File: config.mk
export PLATFORM = sky130hd
export DESIGN_NAME = dac_wr_seq
export DESIGN_NICKNAME = d
export VERILOG_FILES = /design/src/rtl/dac_wr_pkg.sv /design/src/rtl/dac_phase_timer.sv /design/src/rtl/dac_byte_fmt.sv /design/src/rtl/dac_upd_catch.sv /design/src/rtl/dac_wr_seq.sv
export SDC_FILE = /design/constraint.sdc
export NUM_CORES = 1
export LEC_CHECK = 0
export ABC_AREA = 0
export BUFFER_PORTS_ARGS = -buffer_cell sky130_fd_sc_hd__clkbuf_2
export CAP_MARGIN = 20
export CORE_ASPECT_RATIO = 0.9
export CORE_UTILIZATION = 45
export CTS_CLUSTER_SIZE = 30
export DETAILED_ROUTE_END_ITERATION = 8
export PLACE_DENSITY = 0.73
export SETUP_SLACK_MARGIN = 0.02
export SLEW_MARGIN = 15
export SYNTH_ARGS = -nofsm -noshare
export SYNTH_HDL_FRONTEND = slang
export SYNTH_SLANG_ARGS = --single-unit
File: constraint.sdc
create_clock -name clk_i -period 4 [get_ports clk_i]
set_clock_uncertainty 0.05 [all_clocks]
set_input_delay 0.8 -clock clk_i [delete_from_list [all_inputs] [get_ports clk_i]]
set_output_delay 0.8 -clock clk_i [all_outputs]
set_load 0.02 [all_outputs]
File: src/rtl/dac_wr_pkg.sv
package dac_wr_pkg;
  typedef enum logic [2:0] {ST_IDLE, ST_SETUP, ST_STROBE, ST_HOLD, ST_WAIT} st_e;
  typedef enum logic [1:0] {PH_HI, PH_LO, PH_XF} ph_e;
  typedef enum logic [1:0] {XM_AUTO, XM_PROC, XM_EXT} xm_e;

  function automatic xm_e decode_mode(input logic [1:0] m);
    case (m)
      2'd1:    return XM_PROC;
      2'd2:    return XM_EXT;
      default: return XM_AUTO;
    endcase
  endfunction
endpackage

File: src/rtl/dac_phase_timer.sv
module dac_phase_timer #(
  parameter int CW = 4
) (
  input  logic          clk_i,
  input  logic          rst_ni,
  input  logic          load_i,
  input  logic [CW-1:0] val_i,
  output logic          zero_o
);
  logic [CW-1:0] cnt_q;

  always_ff @(posedge clk_i or negedge rst_ni) begin
    if (!rst_ni)              cnt_q <= '0;
    else if (load_i)          cnt_q <= val_i;
    else if (cnt_q != '0)     cnt_q <= cnt_q - 1'b1;
  end

  assign zero_o = (cnt_q == '0);
endmodule

File: src/rtl/dac_byte_fmt.sv
module dac_byte_fmt #(
  parameter int DW = 10,
  parameter int BW = 8
) (
  input  logic [DW-1:0] word_i,
  output logic [BW-1:0] hi_o,
  output logic [BW-1:0] lo_o
);
  localparam int LOW_BITS = DW - BW;

  assign hi_o = word_i[DW-1 -: BW];

  // left-justified remainder: low bits at the top of the second byte
  generate
    if (LOW_BITS == BW) begin : g_full
      assign lo_o = word_i[LOW_BITS-1:0];
    end else begin : g_pad
      assign lo_o = {word_i[LOW_BITS-1:0], {(BW-LOW_BITS){1'b0}}};
    end
  endgenerate
endmodule

File: src/rtl/dac_upd_catch.sv
module dac_upd_catch (
  input  logic clk_i,
  input  logic rst_ni,
  input  logic upd_i,
  input  logic arm_i,
  input  logic take_i,
  output logic pend_o
);
  logic upd_q, pend_q;
  logic rise;

  assign rise = upd_i & ~upd_q;

  always_ff @(posedge clk_i or negedge rst_ni) begin
    if (!rst_ni) begin
      upd_q  <= 1'b0;
      pend_q <= 1'b0;
    end else begin
      upd_q <= upd_i;
      if (take_i || !arm_i) pend_q <= 1'b0;
      else if (rise)        pend_q <= 1'b1;
    end
  end

  assign pend_o = pend_q;
endmodule

File: src/rtl/dac_wr_seq.sv
module dac_wr_seq
  import dac_wr_pkg::*;
#(
  parameter int DW        = 10,
  parameter int BW        = 8,
  parameter int SETUP_CYC = 2,
  parameter int PULSE_CYC = 3,
  parameter int HOLD_CYC  = 1
) (
  input  logic          clk_i,
  input  logic          rst_ni,
  input  logic [DW-1:0] word_i,
  input  logic [1:0]    mode_i,
  input  logic          valid_i,
  output logic          ready_o,
  input  logic          ext_upd_i,
  output logic [BW-1:0] data_o,
  output logic          addr0_o,
  output logic          bsel_o,
  output logic          cs_n_o,
  output logic          xfer_cs_n_o,
  output logic          wr_n_o,
  output logic          xfer_n_o
);
  localparam int MAXC = (SETUP_CYC > PULSE_CYC) ?
                        ((SETUP_CYC > HOLD_CYC) ? SETUP_CYC : HOLD_CYC) :
                        ((PULSE_CYC > HOLD_CYC) ? PULSE_CYC : HOLD_CYC);
  localparam int CW = $clog2(MAXC + 1);
  localparam logic [CW-1:0] SET_V = CW'(SETUP_CYC - 1);
  localparam logic [CW-1:0] PUL_V = CW'(PULSE_CYC - 1);
  localparam logic [CW-1:0] HLD_V = CW'(HOLD_CYC - 1);

  st_e st_q, st_d;
  ph_e ph_q, ph_d;
  xm_e mode_q;
  logic [DW-1:0] word_q;
  logic          cap, ld, zero, pend, take, arm, busy;
  logic [CW-1:0] ld_val;
  logic [BW-1:0] hi_b, lo_b;

  dac_phase_timer #(.CW(CW)) u_tmr (
    .clk_i (clk_i), .rst_ni(rst_ni), .load_i(ld), .val_i(ld_val), .zero_o(zero)
  );

  dac_byte_fmt #(.DW(DW), .BW(BW)) u_fmt (
    .word_i(word_q), .hi_o(hi_b), .lo_o(lo_b)
  );

  assign arm  = (st_q != ST_IDLE);
  assign take = (st_q == ST_WAIT) && pend;

  dac_upd_catch u_upd (
    .clk_i (clk_i), .rst_ni(rst_ni), .upd_i(ext_upd_i),
    .arm_i (arm), .take_i(take), .pend_o(pend)
  );

  always_comb begin
    st_d   = st_q;
    ph_d   = ph_q;
    ld     = 1'b0;
    ld_val = '0;
    cap    = 1'b0;
    case (st_q)
      ST_IDLE: if (valid_i) begin
        cap = 1'b1; st_d = ST_SETUP; ph_d = PH_HI; ld = 1'b1; ld_val = SET_V;
      end
      ST_SETUP: if (zero) begin
        st_d = ST_STROBE; ld = 1'b1; ld_val = PUL_V;
      end
      ST_STROBE: if (zero) begin
        st_d = ST_HOLD; ld = 1'b1; ld_val = HLD_V;
      end
      ST_HOLD: if (zero) begin
        case (ph_q)
          PH_HI: begin
            ph_d = PH_LO; st_d = ST_SETUP; ld = 1'b1; ld_val = SET_V;
          end
          PH_LO: begin
            case (mode_q)
              XM_PROC: begin
                ph_d = PH_XF; st_d = ST_SETUP; ld = 1'b1; ld_val = SET_V;
              end
              XM_EXT:  st_d = ST_WAIT;
              default: st_d = ST_IDLE;
            endcase
          end
          default: st_d = ST_IDLE;
        endcase
      end
      ST_WAIT: if (pend) begin
        ph_d = PH_XF; st_d = ST_STROBE; ld = 1'b1; ld_val = PUL_V;
      end
      default: st_d = ST_IDLE;
    endcase
  end

  always_ff @(posedge clk_i or negedge rst_ni) begin
    if (!rst_ni) begin
      st_q   <= ST_IDLE;
      ph_q   <= PH_HI;
      mode_q <= XM_AUTO;
      word_q <= '0;
    end else begin
      st_q <= st_d;
      ph_q <= ph_d;
      if (cap) begin
        word_q <= word_i;
        mode_q <= decode_mode(mode_i);
      end
    end
  end

  assign busy        = (st_q == ST_SETUP) || (st_q == ST_STROBE) || (st_q == ST_HOLD);
  assign ready_o     = (st_q == ST_IDLE);
  assign cs_n_o      = !(busy && ph_q != PH_XF);
  assign xfer_cs_n_o = !(busy && ph_q == PH_XF && mode_q == XM_PROC);
  assign wr_n_o      = !(st_q == ST_STROBE && !(ph_q == PH_XF && mode_q == XM_EXT));
  assign xfer_n_o    = !(st_q == ST_STROBE &&
                         ((ph_q == PH_LO && mode_q == XM_AUTO) || ph_q == PH_XF));
  assign addr0_o     = (ph_q == PH_LO);
  assign bsel_o      = !addr0_o;
  assign data_o      = (ph_q == PH_HI) ? hi_b : (ph_q == PH_LO) ? lo_b : '0;
endmodule

# [Word level (Yosys, flattened, before mapping)]
# Index checks and enable logic that the tools add are counted.
[totals] regBits=21 word_cells=95 output_inout_bits=15
[classes] eq_ne=18 n_addsub=1 reduce_logical=31 mux=36 n_bitwise=2
[ops] cell="2-bit two-way mux" count=8
[ops] cell="8-bit two-way mux" count=2
[ops] cell="3-bit two-way mux" count=5
[ops] cell="3-bit case mux with 5 select lines" count=1
[ops] cell="3-bit case mux with 2 select lines" count=2
[ops] cell="1-bit two-way mux" count=11
[ops] cell="1-bit logical AND" count=8
[ops] cell="2-bit by 1-bit inequality test with 1-bit output (second input constant)" count=4
[ops] cell="2-bit case mux with 2 select lines" count=2
[ops] cell="2-bit case mux with 4 select lines" count=1
[ops] cell="1-bit zero test" count=7
[ops] cell="2-bit by 1-bit equality test with 1-bit output (second input constant)" count=3
[ops] cell="2-bit equality test (second input constant)" count=3
[ops] cell="3-bit by 2-bit equality test with 1-bit output (second input constant)" count=2
[ops] cell="2-bit zero test" count=3
[ops] cell="3-bit by 2-bit inequality test with 1-bit output (second input constant)" count=2
[ops] cell="2-bit case mux with 3 select lines" count=1
[ops] cell="6-bit AND reduction" count=1
[ops] cell="2-bit nonzero test" count=3
[ops] cell="3-bit nonzero test" count=2
[ops] cell="5-bit AND reduction" count=1
[ops] cell="1-bit logical OR" count=4
[ops] cell="2-bit inequality test (second input constant)" count=2
[ops] cell="1-bit case mux with 2 select lines" count=2
[ops] cell="other kinds (8)" count=8

# [Depth between registers and ports, before layout]
[depth] word_depth=6 mapped_depth=7

# [Hierarchy]
# Synthesis repeated with hierarchy kept, for this count alone.
[hier_totals] cells_unflattened=146 hier_area_um2=1382.6
[by_module_without_submodules] mod="dac_wr_seq" area_each_um2=1074.8 cells_each=112 n_inst=1 seq_area_each_um2=425.4
[by_module_without_submodules] mod="dac_byte_fmt" area_each_um2=123.9 cells_each=17 n_inst=1 seq_area_each_um2=0.0
[by_module_without_submodules] mod="dac_phase_timer" area_each_um2=113.9 cells_each=12 n_inst=1 seq_area_each_um2=50.0
[by_module_without_submodules] mod="dac_upd_catch" area_each_um2=70.1 cells_each=5 n_inst=1 seq_area_each_um2=50.0

# [Worst setup path before layout]
# No wires, ideal clock.
[synth_timing] path_type="reg2out" startpoint="register ph_q[0]" endpoint="output xfer_n_o" stages_incl_launch_ff=6 path_slack_ns=1.576 t_arrival_ns=1.574 n_path_buf=1 path_cell_list="dfrtp_1 -> buf_2 -> nor2b_1 -> inv_1 -> o31ai_1 -> nand3_1"
[synth_via] elab_chain_len=5
[synth_lines] element="start, declared" line_no="dac_wr_seq.sv:34" rtl="ph_e ph_q, ph_d;"
[synth_lines] element="start signal, assigned" line_no="dac_wr_seq.sv:105" rtl="ph_q <= ph_d;"
[synth_lines] element="2-bit by 1-bit equality test with 1-bit output"
[synth_lines] element="named net addr0_o" line_no="dac_wr_seq.sv:18" rtl="output logic addr0_o,"
[synth_lines] element="1-bit logical AND" line_no="dac_wr_seq.sv:119" rtl="((ph_q == PH_LO && mode_q == XM_AUTO) || ph_q == PH_XF));"
[synth_lines] element="1-bit logical OR" line_no="dac_wr_seq.sv:119"
[synth_lines] element="1-bit logical AND" line_no="dac_wr_seq.sv:118" rtl="assign xfer_n_o = !(st_q == ST_STROBE &&"
[synth_lines] element="1-bit zero test" line_no="dac_wr_seq.sv:118"
[synth_lines] element="end, declared" line_no="dac_wr_seq.sv:23" rtl="output logic xfer_n_o"
# The timed path passes the listed nets, and every way through them passes these cells.

# [Worst setup path in the final report]
[layout_timing] startpoint="register st_q[1]" endpoint="output xfer_cs_n_o"
[layout_via] elab_chain_len=6
[layout_lines] element="start, declared" line_no="dac_wr_seq.sv:33" rtl="st_e st_q, st_d;"
[layout_lines] element="start signal, assigned" line_no="dac_wr_seq.sv:104" rtl="st_q <= st_d;"
[layout_lines] element="3-bit by 1-bit equality test with 1-bit output or 3-bit by 2-bit equality test with 1-bit output (tied branches)" line_no="dac_wr_seq.sv:113" rtl="assign busy = (st_q == ST_SETUP) || (st_q == ST_STROBE) || (st_q == ST_HOLD);"
[layout_lines] element="1-bit logical OR" line_no="dac_wr_seq.sv:113"
[layout_lines] element="1-bit logical OR (*)" line_no="dac_wr_seq.sv:113"
[layout_lines] element="1-bit logical AND (*) (2 in a row)" line_no="dac_wr_seq.sv:116" rtl="assign xfer_cs_n_o = !(busy && ph_q == PH_XF && mode_q == XM_PROC);"
[layout_lines] element="1-bit zero test (*)" line_no="dac_wr_seq.sv:116"
[layout_lines] element="end, declared" line_no="dac_wr_seq.sv:21" rtl="output logic xfer_cs_n_o,"
# Every way passes the cells marked *; elsewhere a longest branch is shown, timed or not.

==> impl_results.md <==
- Max incr delay on CP: 630 ps
- Top delay family on crit path: simple AND/OR/NAND/NOR gates
- GRT Util Overall: 19.0%
- DRC Markers: 4
- Max-slew headroom: between 50% and 60%
- R2R Path End: ph_q[0]
- Asr flop ratio synth: 100%
- Yosys warning total: 0
- Clock share of power: 9.0%
- Syn Nets: 135
- Core ar.: 2510 um2
- Starting DRT DRC Count: 34
- Initial antenna violation count: 0
- Pins over their slew limit: 0
- Clock latency on the worst-skew pair: 310 ps
- N_diodes: 0
- Synth Instances: 118
- Sw frac: 45.6%
- Critical Path End Type: output pin
- Register area share after synthesis: between 40 and 50%
- Row cnt: 17
- Mapped Area: 1220 um2
- Port buffer count: 30
- Fin Setup TNS: 0 ps
- Status: complete, but fails checks
- Vias/cell: 5.47
- Tmin final: 2610 ps
- Starting density of the core: approximately half
- Max Cap Viol: 0
- Post-synth EDFFs: 0
- Clock Tree Root: clkbuf_4
- Clk slew on worst S/H paths: 130 ps
- Kind of critical path: flop to output pin
- Final net count: 163
- Wirelength, routed: 2530 um
- Vias: 947
- Area Overhead vs Synth: 13.0%
- Area of the die: 2930 um2
- CTS-repair resized insts: 0
- Bufs and invs on worst path: 1
- Avg Synthesized Cell Area: 10.4 um2
- Worst slew pin tran: 618 ps
- Required time of the critical path: 3150 ps
- Clk buf depth: 2
- Internal: ~0.64 mW
- Total gr overflow: 0
- VDD IR max: roughly 0.38 mV
- CP startpoint kind: flop
- Commonest non-fill, non-tap cell in the layout: clkbuf_2
- Top cell by count, worst path: nor2_1
- First-pass GRT wire length: 4120 um
- Most frequent cells in the layout: clkbuf_2 (30), dfrtp_1 (21), nor2_1 (11), inv_1 (9)
- Netlist cell types: 32
- # hold bufs at CTS: 0
- Failing checks: DRC
- FMAX: 0.383 GHz
- Final setup violating endpoints: 0
- Crit path DAT: 1760 ps
- Synthesized flop and latch total: 21
- Die width: 56.9 um
- Sequential fraction of design power: 35.6%
- Worst R2R Start: u_tmr.cnt_q[1]
- Vias in the first global route: 864
- Hpwl dp: ~1800 um
- Routed Antenna Nets: 0
- Ports: 31
- Worst path slowest cell: dfrtp_1
- Final total power: ~1.2 mW
- Cts bufs inserted: 3
- Power share of the combinational group: 55.5%
- Die height: ~50 um
- First-pass DRT Iterations: 6
- Switch Pwr: ~0.54 mW
- Share of layout cells above drive strength 1: 35.9%
- Worst min path class: input pin to asynchronous set/reset pin
- Post-route clock period utilization: 65.2%
- Ys flop type: dfrtp_1
- Final Hold Violating Endpoints: 0
- Leakage power: 0.678 nW
- Unrepaired setup endpoints after global routing: no
- Fin util: between 50% and 60%
- Crit path cell chain: nor2_1, nor2_1, nand2_1, clkbuf_2
- Worst r2r path cells: 6
- Pwr dens: 851 nW/um2
- Reg2Reg Setup Slack: 2150 ps
- TritonCTS clock tree: yes
- Clock Sinks: 21
- Largest net degree at the start of global routing: 22
- H-tree levels: 1
- GPL Wtd Cong: ~0.79
- Post-DR wirelength/cell: 14.6 um
- Max FO, Critical Path: 18
- Postcts setup bufs: 0
## per-layer routing
layer | vias up | GRT usage, % | routed length (um)
met3 | 2 | 4.81 | 159
met4 | 0 | 6.10 | 27
met1 | 445 | 24.5 | 1120
met2 | 36 | 31.4 | 1220
li1 | 464 | - | -
met5 | - | 0 | 0
## synth_stat cells, types with 2 or more instances
| cell | number | area [um2] |
|---|---|---|
| mux2_4 | 7 | 105 |
| o21ai_0 | 7 | 35.0 |
| nand2_2 | 2 | 12.5 |
| dfrtp_1 | 21 | 526 |
| o32ai_1 | 2 | 17.5 |
| mux2i_1 | 4 | 40.0 |
| mux2_2 | 6 | 67.6 |
| inv_1 | 9 | 33.8 |
| buf_6 | 3 | 33.8 |
| a21oi_1 | 5 | 25.0 |
| and2_1 | 6 | 37.5 |
| nand2b_1 | 5 | 31.3 |
| buf_2 | 4 | 20.0 |
| nand2_1 | 7 | 26.3 |
| o31ai_1 | 2 | 15.0 |
| nor2_1 | 11 | 41.3 |
| nand3_1 | 2 | 10.0 |
## sequential cells by signal (all words and copies together), names as in the netlist
name and count:
word_q 10, st_q 3, mode_q 2, ph_q 2
u_tmr.cnt_q 2, u_upd.pend_o 1, u_upd.upd_q 1
## power by group through the flow
stage | Sequential, mW | Clock [mW] | Combinational (mW)
5_1_grt | 0.437 | 0.118 | 0.716
3_3_place_gp | 0.411 | 0 | 0.633
3_5_place_dp | 0.420 | 0 | 0.649
2_1_floorplan | 0.359 | 0 | 0.568
6_report | 0.418 | 0.106 | 0.652
4_1_cts | 0.417 | 0.110 | 0.654
## stage by stage
stage                     std cells  hold WS [ps]  area [um2]  setup WS [ps]
after global routing            173           420        1380           1250
after global placement          169           435        1350           1840
after floorplan                 118           420        1220           1580
final                           173           391        1380           1390
after detailed placement        169           441        1350           1770
after CTS                       173           402        1380           1410
## cell type report
class / instances / area, um2
sequential: 21 / 526
clock inverter: 1 / 5.00
multi-input combinational: 81 / 609
fill: 240 / 1130
timing repair buffer: 30 / 150
tap: 28 / 35.0
inverter: 9 / 33.8
clock buffer: 3 / 22.5
## kinds of logic after synthesis
| family | Yosys count | share of synthesized area, % |
|---|---|---|
| mux | 17 | 17.4 |
| xor+xnor | 1 | 0.717 |
| buf+inv | 16 | 7.16 |
| simple gates | 38 | 16.9 |
| compound gates | 24 | 13.8 |
| flops | 21 | 43.0 |
| fa+ha+maj | 1 | 1.02 |
## worst max path at each step
stage	startpoint	to	slack, ps	depth (start not counted)
after global placement	st_q[1]	cs_n_o	1840	4
after CTS	st_q[1]	xfer_cs_n_o	1410	4
after floorplan	ph_q[0]	xfer_n_o	1580	5
after global routing	st_q[1]	xfer_cs_n_o	1250	4
after detailed placement	st_q[1]	cs_n_o	1770	4
final	st_q[1]	xfer_cs_n_o	1390	4
(Power assumes the default switching activity.)
